File: src/rtl/psfb_pkg.sv
package psfb_pkg;

  // Sequencer states: gates off / ramping up / full phase
  typedef enum logic [1:0] {
    SEQ_STOP  = 2'd0,
    SEQ_START = 2'd1,
    SEQ_RUN   = 2'd2
  } seqState_t;

  // Strobes from control to datapath
  typedef struct packed {
    logic outEnable;   // gates may be driven
    logic phaseFull;   // ramp complete, use commanded phase directly
  } ctrlStrobe_t;

endpackage

File: src/rtl/psfb_deadband.sv
// One bridge leg: toggling state plus dead-time gap after each toggle.
module psfb_deadband #(
  parameter int unsigned DT_W = 6
) (
  input  logic            clk,
  input  logic            rstN,
  input  logic            toggle,
  input  logic [DT_W-1:0] deadVal,
  input  logic            enable,
  output logic            outHigh,
  output logic            outLow
);

  logic            legState;
  logic [DT_W-1:0] gapCnt;
  logic            gapDone;

  always_ff @(posedge clk or negedge rstN) begin
    if (!rstN) begin
      legState <= 1'b0;
      gapCnt   <= '0;
    end else if (toggle) begin
      legState <= ~legState;
      gapCnt   <= deadVal;
    end else if (gapCnt != '0) begin
      gapCnt <= gapCnt - 1'b1;
    end
  end

  assign gapDone = (gapCnt == '0);
  assign outHigh = enable && gapDone && legState;
  assign outLow  = enable && gapDone && !legState;

endmodule

File: src/rtl/psfb_datapath.sv
// Sawtooth, phase capture with soft-start scaling, and the two legs.
module psfb_datapath
  import psfb_pkg::*;
#(
  parameter int unsigned CNT_W      = 10,
  parameter int unsigned DT_W       = 6,
  parameter int unsigned RAMP_SHIFT = 3
) (
  input  logic                clk,
  input  logic                rstN,
  input  logic [CNT_W-1:0]    periodIn,
  input  logic [CNT_W-1:0]    phaseIn,
  input  logic [DT_W-1:0]     deadAB,
  input  logic [DT_W-1:0]     deadCD,
  input  ctrlStrobe_t         strobe,
  input  logic [RAMP_SHIFT:0] rampLevel,
  output logic                wrap,
  output logic                outA,
  output logic                outB,
  output logic                outC,
  output logic                outD
);

  localparam int unsigned PROD_W = CNT_W + RAMP_SHIFT + 1;
  localparam int unsigned NUM_LEGS = 2;

  logic [CNT_W-1:0]  sawCnt;
  logic [CNT_W-1:0]  nextCnt;
  logic [PROD_W-1:0] rampProd;
  logic [CNT_W-1:0]  scaledPhase;
  logic [CNT_W-1:0]  rampedPhase;
  logic [CNT_W-1:0]  clampPhase;
  logic [CNT_W-1:0]  phaseEff;
  logic [CNT_W-1:0]  phaseNext;
  logic              cdToggle;
  logic              unusedProdBits;

  // Sawtooth
  assign wrap    = (sawCnt >= periodIn);
  assign nextCnt = wrap ? '0 : sawCnt + 1'b1;

  always_ff @(posedge clk or negedge rstN) begin
    if (!rstN) sawCnt <= '0;
    else       sawCnt <= nextCnt;
  end

  // Soft-start scaling: phase * k / 2^RAMP_SHIFT
  assign rampProd = {{(RAMP_SHIFT+1){1'b0}}, phaseIn} * {{CNT_W{1'b0}}, rampLevel};
  assign scaledPhase = rampProd[CNT_W+RAMP_SHIFT-1:RAMP_SHIFT];
  assign unusedProdBits = ^{rampProd[PROD_W-1], rampProd[RAMP_SHIFT-1:0]};
  assign rampedPhase = strobe.phaseFull ? phaseIn : scaledPhase;
  assign clampPhase  = (rampedPhase > periodIn) ? periodIn : rampedPhase;

  // Phase captured at wrap; C/D edge when the next count meets it
  always_ff @(posedge clk or negedge rstN) begin
    if (!rstN)     phaseEff <= '0;
    else if (wrap) phaseEff <= clampPhase;
  end

  assign phaseNext = wrap ? clampPhase : phaseEff;
  assign cdToggle  = (nextCnt == phaseNext);

  // Two independent legs
  logic [NUM_LEGS-1:0] legToggle;
  logic [DT_W-1:0]     legDead [NUM_LEGS];
  logic [NUM_LEGS-1:0] legHigh;
  logic [NUM_LEGS-1:0] legLow;

  assign legToggle  = {cdToggle, wrap};
  assign legDead[0] = deadAB;
  assign legDead[1] = deadCD;

  for (genvar g = 0; g < NUM_LEGS; g++) begin : g_leg
    psfb_deadband #(.DT_W(DT_W)) u_leg (
      .clk     (clk),
      .rstN    (rstN),
      .toggle  (legToggle[g]),
      .deadVal (legDead[g]),
      .enable  (strobe.outEnable),
      .outHigh (legHigh[g]),
      .outLow  (legLow[g])
    );
  end

  assign outA = legHigh[0];
  assign outB = legLow[0];
  assign outC = legHigh[1];
  assign outD = legLow[1];

endmodule

File: src/rtl/psfb_ctrl.sv
// Stop/start sequencer and light-load comparator with hysteresis.
module psfb_ctrl
  import psfb_pkg::*;
#(
  parameter int unsigned RAMP_SHIFT = 3,
  parameter int unsigned LVL_W      = 10,
  parameter int unsigned LL_LO      = 500,
  parameter int unsigned LL_HI      = 600
) (
  input  logic                clk,
  input  logic                rstN,
  input  logic                wrap,
  input  logic                ocFault,
  input  logic [LVL_W-1:0]    loadLevel,
  output ctrlStrobe_t         strobe,
  output logic [RAMP_SHIFT:0] rampLevel
);

  localparam logic [RAMP_SHIFT:0] FULL_LVL = {1'b1, {RAMP_SHIFT{1'b0}}};
  localparam logic [LVL_W-1:0]    LO_T     = LVL_W'(LL_LO);
  localparam logic [LVL_W-1:0]    HI_T     = LVL_W'(LL_HI);

  seqState_t seqState;
  logic      lightOff;

  always_ff @(posedge clk or negedge rstN) begin
    if (!rstN) begin
      seqState  <= SEQ_STOP;
      rampLevel <= '0;
    end else begin
      case (seqState)
        SEQ_STOP: begin
          if (wrap && rampLevel != '0) rampLevel <= rampLevel - 1'b1;
          if (!ocFault && rampLevel == '0) seqState <= SEQ_START;
        end
        SEQ_START: begin
          if (ocFault)                   seqState  <= SEQ_STOP;
          else if (rampLevel == FULL_LVL) seqState <= SEQ_RUN;
          else if (wrap)                 rampLevel <= rampLevel + 1'b1;
        end
        SEQ_RUN: begin
          if (ocFault) seqState <= SEQ_STOP;
        end
        default: seqState <= SEQ_STOP;
      endcase
    end
  end

  always_ff @(posedge clk or negedge rstN) begin
    if (!rstN)                 lightOff <= 1'b0;
    else if (loadLevel < LO_T) lightOff <= 1'b1;
    else if (loadLevel > HI_T) lightOff <= 1'b0;
  end

  assign strobe.outEnable = (seqState != SEQ_STOP) && !ocFault && !lightOff;
  assign strobe.phaseFull = (seqState == SEQ_RUN);

endmodule

File: src/rtl/psfb_pwm.sv
// Top: phase-shifted full-bridge gate generator.
module psfb_pwm
  import psfb_pkg::*;
#(
  parameter int unsigned CNT_W      = 10,
  parameter int unsigned DT_W       = 6,
  parameter int unsigned LVL_W      = 10,
  parameter int unsigned RAMP_SHIFT = 3,
  parameter int unsigned LL_LO      = 500,
  parameter int unsigned LL_HI      = 600
) (
  input  logic             clk,
  input  logic             rstN,
  input  logic [CNT_W-1:0] periodIn,
  input  logic [CNT_W-1:0] phaseIn,
  input  logic [DT_W-1:0]  deadAB,
  input  logic [DT_W-1:0]  deadCD,
  input  logic             ocFault,
  input  logic [LVL_W-1:0] loadLevel,
  output logic             syncOut,
  output logic             outA,
  output logic             outB,
  output logic             outC,
  output logic             outD
);

  ctrlStrobe_t         strobe;
  logic [RAMP_SHIFT:0] rampLevel;
  logic                wrap;

  psfb_ctrl #(
    .RAMP_SHIFT (RAMP_SHIFT),
    .LVL_W      (LVL_W),
    .LL_LO      (LL_LO),
    .LL_HI      (LL_HI)
  ) u_ctrl (
    .clk       (clk),
    .rstN      (rstN),
    .wrap      (wrap),
    .ocFault   (ocFault),
    .loadLevel (loadLevel),
    .strobe    (strobe),
    .rampLevel (rampLevel)
  );

  psfb_datapath #(
    .CNT_W      (CNT_W),
    .DT_W       (DT_W),
    .RAMP_SHIFT (RAMP_SHIFT)
  ) u_dp (
    .clk       (clk),
    .rstN      (rstN),
    .periodIn  (periodIn),
    .phaseIn   (phaseIn),
    .deadAB    (deadAB),
    .deadCD    (deadCD),
    .strobe    (strobe),
    .rampLevel (rampLevel),
    .wrap      (wrap),
    .outA      (outA),
    .outB      (outB),
    .outC      (outC),
    .outD      (outD)
  );

  assign syncOut = wrap;

endmodule

File: config.mk
export PLATFORM = sky130hd
export DESIGN_NAME = psfb_pwm
export DESIGN_NICKNAME = d
export VERILOG_FILES = /design/src/rtl/psfb_pkg.sv /design/src/rtl/psfb_deadband.sv /design/src/rtl/psfb_datapath.sv /design/src/rtl/psfb_ctrl.sv /design/src/rtl/psfb_pwm.sv
export SDC_FILE = /design/constraint.sdc
export NUM_CORES = 1
export LEC_CHECK = 0
export ABC_AREA = 1
export BUFFER_PORTS_ARGS = -buffer_cell sky130_fd_sc_hd__buf_2
export CAP_MARGIN = 40
export CELL_PAD_IN_SITES_DETAIL_PLACEMENT = 0
export CELL_PAD_IN_SITES_GLOBAL_PLACEMENT = 1
export CORE_MARGIN = 10
export CORE_UTILIZATION = 46
export DETAILED_ROUTE_END_ITERATION = 7
export HOLD_SLACK_MARGIN = 0.1
export PLACE_DENSITY_LB_ADDON = 0.08
export REMOVE_ABC_BUFFERS = 1
export SLEW_MARGIN = 25
export SYNTH_ARGS = -nofsm -noshare
export SYNTH_HDL_FRONTEND = slang
export SYNTH_SLANG_ARGS = --single-unit
File: constraint.sdc
create_clock -name clk -period 8.25 [get_ports clk]
set_clock_uncertainty 0.05 [all_clocks]
set_input_delay 0.825 -clock clk [delete_from_list [all_inputs] [get_ports clk]]
set_output_delay 0.825 -clock clk [all_outputs]
set_load 0.01 [all_outputs]
After elaboration in Yosys (flattened, before gate mapping)
Index checks and enable logic that the tools add are counted.
Cells by class
  add/subtract/negate cells: 5
  multipliers: 1
  order comparisons: 4
  equality and inequality tests: 11
  multiplexer cells: 20
  bitwise gates (word level): 2
  reduce and logical (&&, ||, !) cells: 28
Operator list (number)
  $mux 10: 4
  $mux 6: 4
  $mux 4: 4
  $mul 10x4->13: 1
  $logic_not 6->1: 2
  $reduce_bool 6->1: 2
  $sub 6x1->6 const B: 2
  $add 10x1->10 const B: 1
  $eq 10x10->1: 1
  $ge 10x10->1: 1
  $gt 10x10->1: 1
  $gt 10x10->1 const B: 1
  $logic_and 1x1->1: 10
  $lt 10x9->1 const B: 1
  $reduce_bool 2->1: 5
  $mux 2: 4
  $pmux 4 s2: 1
  $ne 2x1->1 const B: 3
  $ne 2x2->1 const B: 3
  $pmux 2 s3: 1
  $reduce_and 5->1: 1
  $add 4x1->4 const B: 1
  $eq 4x4->1 const B: 1
  $logic_not 1->1: 4
  other kinds (10): 12
Word-level totals
  bits in registers: 41
  input bits: 45
  logic and storage cells: 80

Longest topological paths before layout
Gate-level depths: netlist of the first run.
  depth after elaboration: 7
  mapped depth: 40
  gate-level depth less buffers: 38

Hierarchy
Synthesis of the first run repeated with hierarchy kept, for this count alone.
Second synthesis, totals
  cell total of the unflattened synthesis: 707
  area total of the unflattened synthesis: 4733.3 um^2
By module, submodules not included
  psfb_datapath: times used 1, cells an instance 518, area an instance 3329.4 um^2, seq. area each 500.5 um^2
  psfb_deadband: times used 2, cells an instance 58, area an instance 445.4 um^2, seq. area each 175.2 um^2
  psfb_ctrl: times used 1, cells an instance 73, area an instance 513.0 um^2, seq. area each 175.2 um^2

Least setup slack after synthesis of the first run
No wires, ideal clock.
  path kind: input port to flip-flop
  from: input phaseIn[0]
  to: register u_dp.g_leg[1].u_leg.gapCnt[3]
  data arrival time: 4820 ps
  required time: 8083 ps
  path slack: 3263 ps
  stages: 32
  buffers on the path: 2
  cell sequence: nand2_1 -> fa_1 -> inv_1 -> fa_1 -> fa_1 -> nand3_1 -> nand3_2 -> nand2_1 -> nand3b_1 -> nand2_1 -> nand2_1 -> o21ai_0 -> inv_1 -> ha_1 -> nand2_2 -> inv_1 -> nand2_1 -> nand2_1 -> nand2_1 -> nand3_2 -> nand2_4 -> buf_6 -> nand2_1 -> o211ai_2 -> nand3_1 -> nand2_1 -> nand2_2 -> nor2_4 -> nand3_2 -> buf_6 -> nand2_1 -> o21ai_2
Between the ends
  longest elaborated chain between the ends: 7
RTL lines
  from (decl): line psfb_pwm.sv:15  | input logic [CNT_W-1:0] phaseIn,
  $mul 10x4->13: line psfb_datapath.sv:48  | assign rampProd = {{(RAMP_SHIFT+1){1'b0}}, phaseIn} * {{CNT_W{1'b0}}, rampLevel};
  $mux 10 (*): line psfb_datapath.sv:51  | assign rampedPhase = strobe.phaseFull ? phaseIn : scaledPhase;
  $gt 10x10->1: line psfb_datapath.sv:52  | assign clampPhase = (rampedPhase > periodIn) ? periodIn : rampedPhase;
  $mux 10 (*): line psfb_datapath.sv:52
  $mux 10 (*)
  $eq 10x10->1 (*): line psfb_datapath.sv:61  | assign cdToggle = (nextCnt == phaseNext);
  $mux 6 or $reduce_bool 2->1 (tied branches)
  to (signal assigned): line psfb_deadband.sv:24  | gapCnt <= deadVal;
  to (signal assigned): line psfb_deadband.sv:26  | gapCnt <= gapCnt - 1'b1;
  to (decl): line psfb_deadband.sv:15  | logic [DT_W-1:0] gapCnt;
Mark *: on every way between the ends. The rest lies on a longest branch, timed or not.
A chain may end at the register's enable or synchronous reset.

Final worst setup path of the first run
  from: register u_ctrl.rampLevel[3]
  to: register u_dp.g_leg[1].u_leg.gapCnt[5]
Between the ends
  longest elaborated chain between the ends: 7
RTL lines
  from (decl): line psfb_ctrl.sv:16  | output logic [RAMP_SHIFT:0] rampLevel
  from (signal assigned): line psfb_ctrl.sv:33  | if (wrap && rampLevel != '0) rampLevel <= rampLevel - 1'b1;
  from (signal assigned): line psfb_ctrl.sv:39  | else if (wrap) rampLevel <= rampLevel + 1'b1;
  $mul 10x4->13 (*): line psfb_datapath.sv:48
  $mux 10 (*): line psfb_datapath.sv:51
  $gt 10x10->1: line psfb_datapath.sv:52
  $mux 10 (*): line psfb_datapath.sv:52
  $mux 10 (*)
  $eq 10x10->1 (*): line psfb_datapath.sv:61
  $mux 6 or $reduce_bool 2->1 (tied branches)
Marked as above.

==> run summary, run 1 <==
## Pwr
• 385 nW/um2 — power per standard cell area
• 0.00310 uW — leak pwr
• 176 uV — Worst VDD drop

## Clock tree
• 5 — TritonCTS Buffers
• 0 — number of post-CTS setup repair buffers
• 0 — number of gates given a new drive strength after cts
• 90 ps — clock transition time at the flip-flop clock pins of the worst setup and hold paths
• 0 — hold-fix buffers at CTS
• clkbuf_8 — clock root cell
• 2 — H-tree depth
• done — TritonCTS clock tree
• 300 ps — Skew-Pair Late Insertion Delay
• 41 — clock sinks
• 2 — maximum root-to-sink buffer count

## STA
• 184 MHz — highest achievable clock rate
• 0 — total setup violations reported at the end of the flow
• 0 — final hold violation count
• 5430 ps — post-layout minimum cycle time
• 0 ps — Post-Route Setup TNS
• 65.8% — final cycle utilization of the critical path
• 62.7% — Slew headroom
• false — setup repair after global routing missed its margin
• 0 — final number of max-transition violations
• 560 ps — worst slew pin tran

## Route
• 5 — detailed-router iteration count before antenna repair
• 4.75 — via density per instance
• 0 — post-route DRC violation count
• 4,111 — Via Count
• 12.5 um — Avg WL per Cell
• 0 — remaining number of nets flagged by the antenna check after routing
• 172 — violation count after the first detailed-routing iteration
• 10.8 mm — final wirelength

## Global routing
• 4,166 — number of global-route vias before repair
• 15.4% — total track usage
• 0 — Congestion Overflow GR
• 0 — initial antenna violation count
• 18.8 mm — first-pass GRT wire length
• 26 — maximum number of pins on one net before global-route repair

## Die
• 9770 um2 — Placeable Area
• 47.0% — initial cell density of the core
• 36 — number of rows in the core area
• 50 — number of top-level design ports
• 120 um — Die Wd
• 120 um — DIE HEIGHT
• 14,400 um2 — Die ar.

## Setup path
• nand2_1 — most numerous cell on the critical path
• u_ctrl.rampLevel[3]$_DFFE_PN0P_ — Critical Path Start
• u_ctrl.rampLevel[3]$_DFFE_PN0P_ — startpoint of the lowest-slack register-to-register path
• dfrtp_1 — slowest library cell on the worst path
• 5570 ps — data arrival time of the critical path
• flip-flop — kind of start point of the critical path
• 30 — FF-to-FF path depth
• flip-flop — crit path capture type
• 16 — maximum fanout encountered on the critical timing path
• flip-flop to flip-flop — kind of critical path
• 650 ps — largest incremental delay on the critical path
• 8390 ps — data required time at the worst endpoint

## Yosys
• 0.463% — share of synthesized area spent on multiplexers
• 6.70 um2 — Mapped Avg Cell Area
• 33.7% — Post-Synth Simple-Gate Area
• 18.0% — arithmetic-cell share of the synthesized area counting full adders, half adders and majority gates
• dfrtp_1 — largest area contributor in the netlist
• dfrtp_1 22%, nand2_1 17%, inv_1 13%, ha_1 11%, fa_1 7.4% — dominant cells by area after synthesis
• dfrtp_1 — Most used DFF post-synth
• simple AND/OR/NAND/NOR gates — largest family of logic cells by synthesized area
• 41 — #FFs+latches synth
• 100% — fraction of synthesis flops using an asynchronous set or reset pin
• 22.3% — share of Yosys cell area claimed by the top area cell type
• 50 — distinct cell type count after synthesis
• 22.3% — Seq/Total Area, Yosys
• 686 — number of cells produced by synthesis
• 0 — Synth Warn #
• 3.24% — xor/xnor share of the synthesized area
• 7.57% — Compound-Gate Fraction of Synth Area
• 0 — number of flops mapped to enable cells by yosys
• 4600 um2 — post-synthesis cell area

## Finish
• 833 — Total Nets Final
• 0 — antenna diode count
• 13.1% — ratio of cells with drive above 1 in the final layout
• nand2_1 — commonest non-fill, non-tap cell in the layout
• 10.2% — synthesis-to-layout area growth
• 866 — Final Instance Count excl. Fillers
• 208 x nand2_1, 157 x inv_1, 49 x buf_2 — most used cells in the layout excluding fill and tap cells
• 51.8% — fraction of the core area covered by cells at the end of the flow

## Run
• 0 — max_cap viols

## Run status
• complete, no violations — status

## Place
• 49 — Buffers on Ports
• 9.12 mm — hpwl dp
• 0.852 — weighted congestion reported at the end of routability-driven placement
• 858 — number of placed cells counting well taps

## Worst hold path
• input port to async pin — worst min-delay path category

## flip-flops by register name, summed over array words and instances, names as in the netlist
name and count:
u_ctrl.lightOff 1, u_ctrl.rampLevel 4, u_ctrl.seqState 2, u_dp.g_leg.u_leg.gapCnt 12
u_dp.g_leg.u_leg.legState 2, u_dp.phaseEff 10, u_dp.sawCnt 10
## report_power, final
group / switching (uW) / internal (uW)
logic: 867 / 537
clock network: 79.9 / 68.1
registers: 107 / 292
## per-layer routing
metal  share of wire [%]  vias to the layer above  routed length (um)  GRT usage (%)
met5                   0                        -                   0              0
met4                0.97                        0                 105           3.17
met3                 2.3                        6                 249           1.88
met2                  50                       40                5430           27.9
met1                  47                     1881                5040           19.2
li1                    -                     2184                   -              -
## synthesized netlist by cell type, types with 8 or more instances
| cell | number |
|---|---|
| nand2_1 | 208 |
| inv_1 | 157 |
| nand3_1 | 44 |
| dfrtp_1 | 41 |
| ha_1 | 39 |
| nor2_1 | 37 |
| fa_1 | 17 |
| a21oi_1 | 16 |
| o21ai_0 | 11 |
| xor2_1 | 10 |
| nand4_1 | 9 |
| nand3b_1 | 8 |
## final cells by class
type                    count  area [um2]
well taps                 133         166
multi-input cells         473        2890
inverters                 160         601
clock inverters             2        13.8
clock buffers               6        82.6
repair buffers             51         280
fillers                  1025        4710
flip-flops and latches     41        1030
## final timing paths
kind / endpoint / slack [ps]
max reg2reg: u_dp.g_leg[1].u_leg.gapCnt[5]$_DFFE_PN0P_ / 2820
max: u_dp.g_leg[1].u_leg.gapCnt[5]$_DFFE_PN0P_ / 2820
min in group clk: u_dp.g_leg[0].u_leg.legState$_DFFE_PN0N_ / 450
min reg2reg: u_dp.g_leg[0].u_leg.legState$_DFFE_PN0N_ / 450
min: u_dp.sawCnt[9]$_DFF_PN0_ / 440
max in group asynchronous: u_dp.g_leg[0].u_leg.gapCnt[5]$_DFFE_PN0P_ / 7210
## per-stage QoR
stage          total power (uW)  hold slack (ps)  setup slack (ps)  cell area (um2)
6_report                   1950              441              2820             5060
5_1_grt                    2230              458              2210             5060
4_1_cts                    1970              449              2760             5060
3_5_place_dp               1820              432              2530             4970
3_3_place_gp               1790              422              2540             4940
2_1_floorplan              1500              406              3200             4520
## cell families (layout without fill, tap and decap cells)
kind of cell / after synthesis / count (layout)
adders and majority gates: 56 / 56
muxes: 2 / 2
DFF: 41 / 41
AOI/OAI and AO/OA: 53 / 53
and+or+nand+nor: 345 / 345
xor gates and xnor gates: 17 / 17
buffers and inverters: 172 / 219
## worst max-delay path: cells and delay by family (launching register included)
family | cells | cell delay [ps]
fa+ha+maj | 4 | 1900
compound gates | 3 | 310
buf+inv | 4 | 250
simple gates | 19 | 2150
flops | 1 | 650
Power figures use the tool's default switching activity.
==> run 2, diff against run 1 <==
- ABC_AREA: 1 -> 0
- CORE_UTILIZATION: 46 -> 41
- clock period: 8.25 -> 4.6 ns (I/O delays scaled with it)
==> run summary, run 2 <==
## Route
• 454 um — WL met3, +82%
• 11.8 mm — final wirelength, +9.4%
• 15.4 um — Avg WL per Cell, +23%
• 0 — remaining number of nets flagged by the antenna check after routing, unchanged
• met4 — highest signal layer in the routed design
• 0 — post-route DRC violation count, unchanged
• 4 — detailed-router iteration count before antenna repair, -1
• 197 — violation count after the first detailed-routing iteration, +15%
• 5.44 mm — routed length on met2, +0.28%
• 4,011 — Via Count, -2.4%
• 5.88 mm — Post-Route M1 WL, +17%
• 5.22 — via density per instance, +10%

## Yosys
• 0 — Synth Warn #, unchanged
• 55 — distinct cell type count after synthesis, +10%
• 48 x inv_1, 48 x nand2_1, 48 x nor2_1 — most used standard cells in the synthesized netlist
• 495 — number of cells produced by synthesis, -28%
• 41 — #FFs+latches synth, unchanged
• 100% — fraction of synthesis flops using an asynchronous set or reset pin, unchanged
• dfrtp_1 — Most used DFF post-synth
• 8.45 um2 — Mapped Avg Cell Area, +26%
• 24.5% — share of Yosys cell area claimed by the top area cell type, +2.2 points
• dfrtp_1 25%, ha_1 12%, fa_1 8.1%, inv_1 4.3%, nand2_1 4.3% — dominant cells by area after synthesis
• 24.5% — Seq/Total Area, Yosys, +2.2 points
• 4180 um2 — post-synthesis cell area, -9.0%
• 0 — number of flops mapped to enable cells by yosys, unchanged
• dfrtp_1 — largest area contributor in the netlist

## Setup path
• 7 — maximum fanout encountered on the critical timing path, -9
• flip-flop — crit path capture type
• u_ctrl.rampLevel[3]$_DFFE_PN0P_ — startpoint of the lowest-slack register-to-register path
• flip-flop to flip-flop — kind of critical path
• and2_4, fa_1, inv_1, fa_1, inv_2, ha_4, and3_4, nor2b_4, nand3_2, and3_4, o32ai_2, nor3_2, ha_1, a211oi_2, o21ai_1, a221o_1, and2_4, buf_4, o41a_1, nor4_4, buf_6, mux2_2 — crit-path cells
• 5630 ps — data arrival time of the critical path, +60 ps
• 540 ps — largest incremental delay on the critical path, -110 ps
• 4730 ps — data required time at the worst endpoint, -3660 ps
• 4 — Buf/Inv on CP, unchanged
• flip-flop — kind of start point of the critical path
• u_ctrl.rampLevel[3]$_DFFE_PN0P_ — Critical Path Start
• fa_1 — slowest library cell on the worst path
• adder cells — top cell family by delay on the critical path

## Clock tree
• 5 — TritonCTS Buffers, unchanged
• 41 — clock sinks, unchanged
• clkbuf_8 — clock root cell
• 310 ps — Skew-Pair Late Insertion Delay, about the same
• 110 ps — clock transition time at the flip-flop clock pins of the worst setup and hold paths, +20 ps
• done — TritonCTS clock tree
• 2 — H-tree depth, unchanged
• 2 — maximum root-to-sink buffer count, unchanged

## Global routing
• 16.7% — total track usage, +1.2 points
• 28 — maximum number of pins on one net before global-route repair, +7.7%
• 0 — Congestion Overflow GR, unchanged
• 1 — initial antenna violation count, +1
• 20.1 mm — first-pass GRT wire length, +7.2%
• 4,099 — number of global-route vias before repair, -1.6%

## Finish
• u_dp.g_leg.u_leg.gapCnt — register with the highest flop count
• buf_4 — commonest non-fill, non-tap cell in the layout
• u_dp.g_leg.u_leg.gapCnt x12, u_dp.phaseEff x10, u_dp.sawCnt x10 — leading registers by flop count
• 12 — number of flip-flops in the largest register, unchanged
• 734 — Total Nets Final, -12%
• 35.2% — synthesis-to-layout area growth
• 942 — layout filler cell count, -8.1%
• 34.1% — ratio of cells with drive above 1 in the final layout, +21 points
• 81 x buf_4, 50 x buf_2, 47 x nand2_1 — most used cells in the layout excluding fill and tap cells
• 768 — Final Instance Count excl. Fillers, -11%

## Die
• 42.4% — initial cell density of the core, -4.6 points
• 121 um — DIE HEIGHT, +0.88%
• 50 — number of top-level design ports, unchanged
• 36 — number of rows in the core area, unchanged
• 14,600 um2 — Die ar., +1.8%
• 9860 um2 — Placeable Area, +0.92%
• 121 um — Die Wd, +0.88%

## Place
• 9.12 mm — hpwl dp, about the same
• 740 — number of placed cells counting well taps, -14%
• 49 — Buffers on Ports, unchanged
• 0.807 — weighted congestion reported at the end of routability-driven placement, -5.3%

## STA
• 0 — final hold violation count, unchanged
• -904 ps — Setup WS post-layout, -3720 ps
• true — setup repair after global routing missed its margin
• 5500 ps — post-layout minimum cycle time, +73.3 ps
• 182 MHz — highest achievable clock rate, -1.3%
• 48.9% — Slew headroom, -14 points
• 0 — final number of max-transition violations, unchanged
• 17 — total setup violations reported at the end of the flow, +17
• 120% — final cycle utilization of the critical path, +54 points
• 760 ps — worst slew pin tran, +201 ps

## Worst hold path
• loadLevel[9] — Hold Startpoint
• input port to flip-flop — worst min-delay path category

## Run status
• complete, but fails checks — status
• negative setup slack — failing checks

## Run
• 0 — max_cap viols, unchanged

run 2: cell count changes in the layout (fill, tap and decap cells not counted), moves of 7 or more:
cell	delta
nand2_1	-161
nor2_1	+9
buf_4	+80
and3_1	+8
buf_6	+10
xnor2_1	+12
o21ai_1	+8
or2_2	-7
inv_1	-114
a21o_1	+8
a21oi_2	+7
nand3_1	-34
nand3b_1	-8
and2_1	+19
run 2: layout make-up:
cell class,instances,area [um2],share of cell area (%)
sequential,41,1030,18.2
antenna,1,2.50,0.0442
clock inverter,1,8.76,0.155
multi-input combinational,394,3170,56.1
inverter,48,180,3.19
timing repair buffer,143,1000,17.7
tap,133,166,2.94
clock buffer,7,96.3,1.70
run 2: path summary, 6_finish.rpt:
kind | end | slack, ps | cells past startpoint
worst max-delay path | u_dp.g_leg[1].u_leg.gapCnt[3]$_DFFE_PN0P_ | -900 | 22
worst min-delay path | u_ctrl.lightOff$_DFFE_PN0P_ | 270 | 2
worst max register to register | u_dp.g_leg[1].u_leg.gapCnt[3]$_DFFE_PN0P_ | -900 | 22
worst min register to register | u_dp.g_leg[0].u_leg.legState$_DFFE_PN0N_ | 440 | 1
max in group asynchronous | u_dp.g_leg[1].u_leg.gapCnt[4]$_DFFE_PN0P_ | 3420 | 3
min in group asynchronous | u_ctrl.rampLevel[3]$_DFFE_PN0P_ | 550 | 2
run 2: per-stage QoR:
step           instance area [um2]  hold WS [ps]  util, %  setup WS, ps  setup TNS, ps
2_1_floorplan                 4140           114        -         -1070         -10380
3_3_place_gp                  5100           430     51.7         -1180         -13920
3_5_place_dp                  5120           367     51.9         -1340         -16100
4_1_cts                       5610           262     56.9          -857         -10160
5_1_grt                       5650           262     57.3         -1180         -15440
6_report                      5660           270     57.3          -904         -11280
run 2: cell families after synthesis:
logic type | count (synthesis) | synth area share (%)
buf+inv | 60 | 5.44
fa+ha+maj | 56 | 19.8
mux | 12 | 3.11
simple gates | 194 | 23.4
xor+xnor | 35 | 8.35
flops | 41 | 24.5
compound gates | 97 | 15.3
run 2: worst reg2reg max path: cells and delay by family, from the launching register on:
| family | cells | cell delay [ps] |
|---|---|---|
| AND/OR/NAND/NOR | 8 | 1240 |
| flip-flops | 1 | 480 |
| multiplexers | 1 | 330 |
| buffers and inverters | 4 | 420 |
| adder cells (fa/ha/maj) | 4 | 1670 |
| AO/OA/AOI/OAI | 5 | 1190 |
run 2: routing by layer:
metal / GRT usage [%] / up-vias
li1: - / 2003
met1: 22.8 / 1938
met4: 3.54 / 0
met5: 0 / -
met2: 26.7 / 66
met3: 3.07 / 4
run 2: what timing repair did:
item                                   CTS  global route
setup endpoints to repair               17            17
endpoints found under the hold margin   14             0
setup buffers                           14             2
gates cloned                             1             0
resized for setup                       75             4
pin swaps                               16             1
hold buffers                             1             0
Power of run 2 is left out: the tool's default activity adds up to more than one toggle a clock period on the data nets, which glitch-free logic cannot reach.
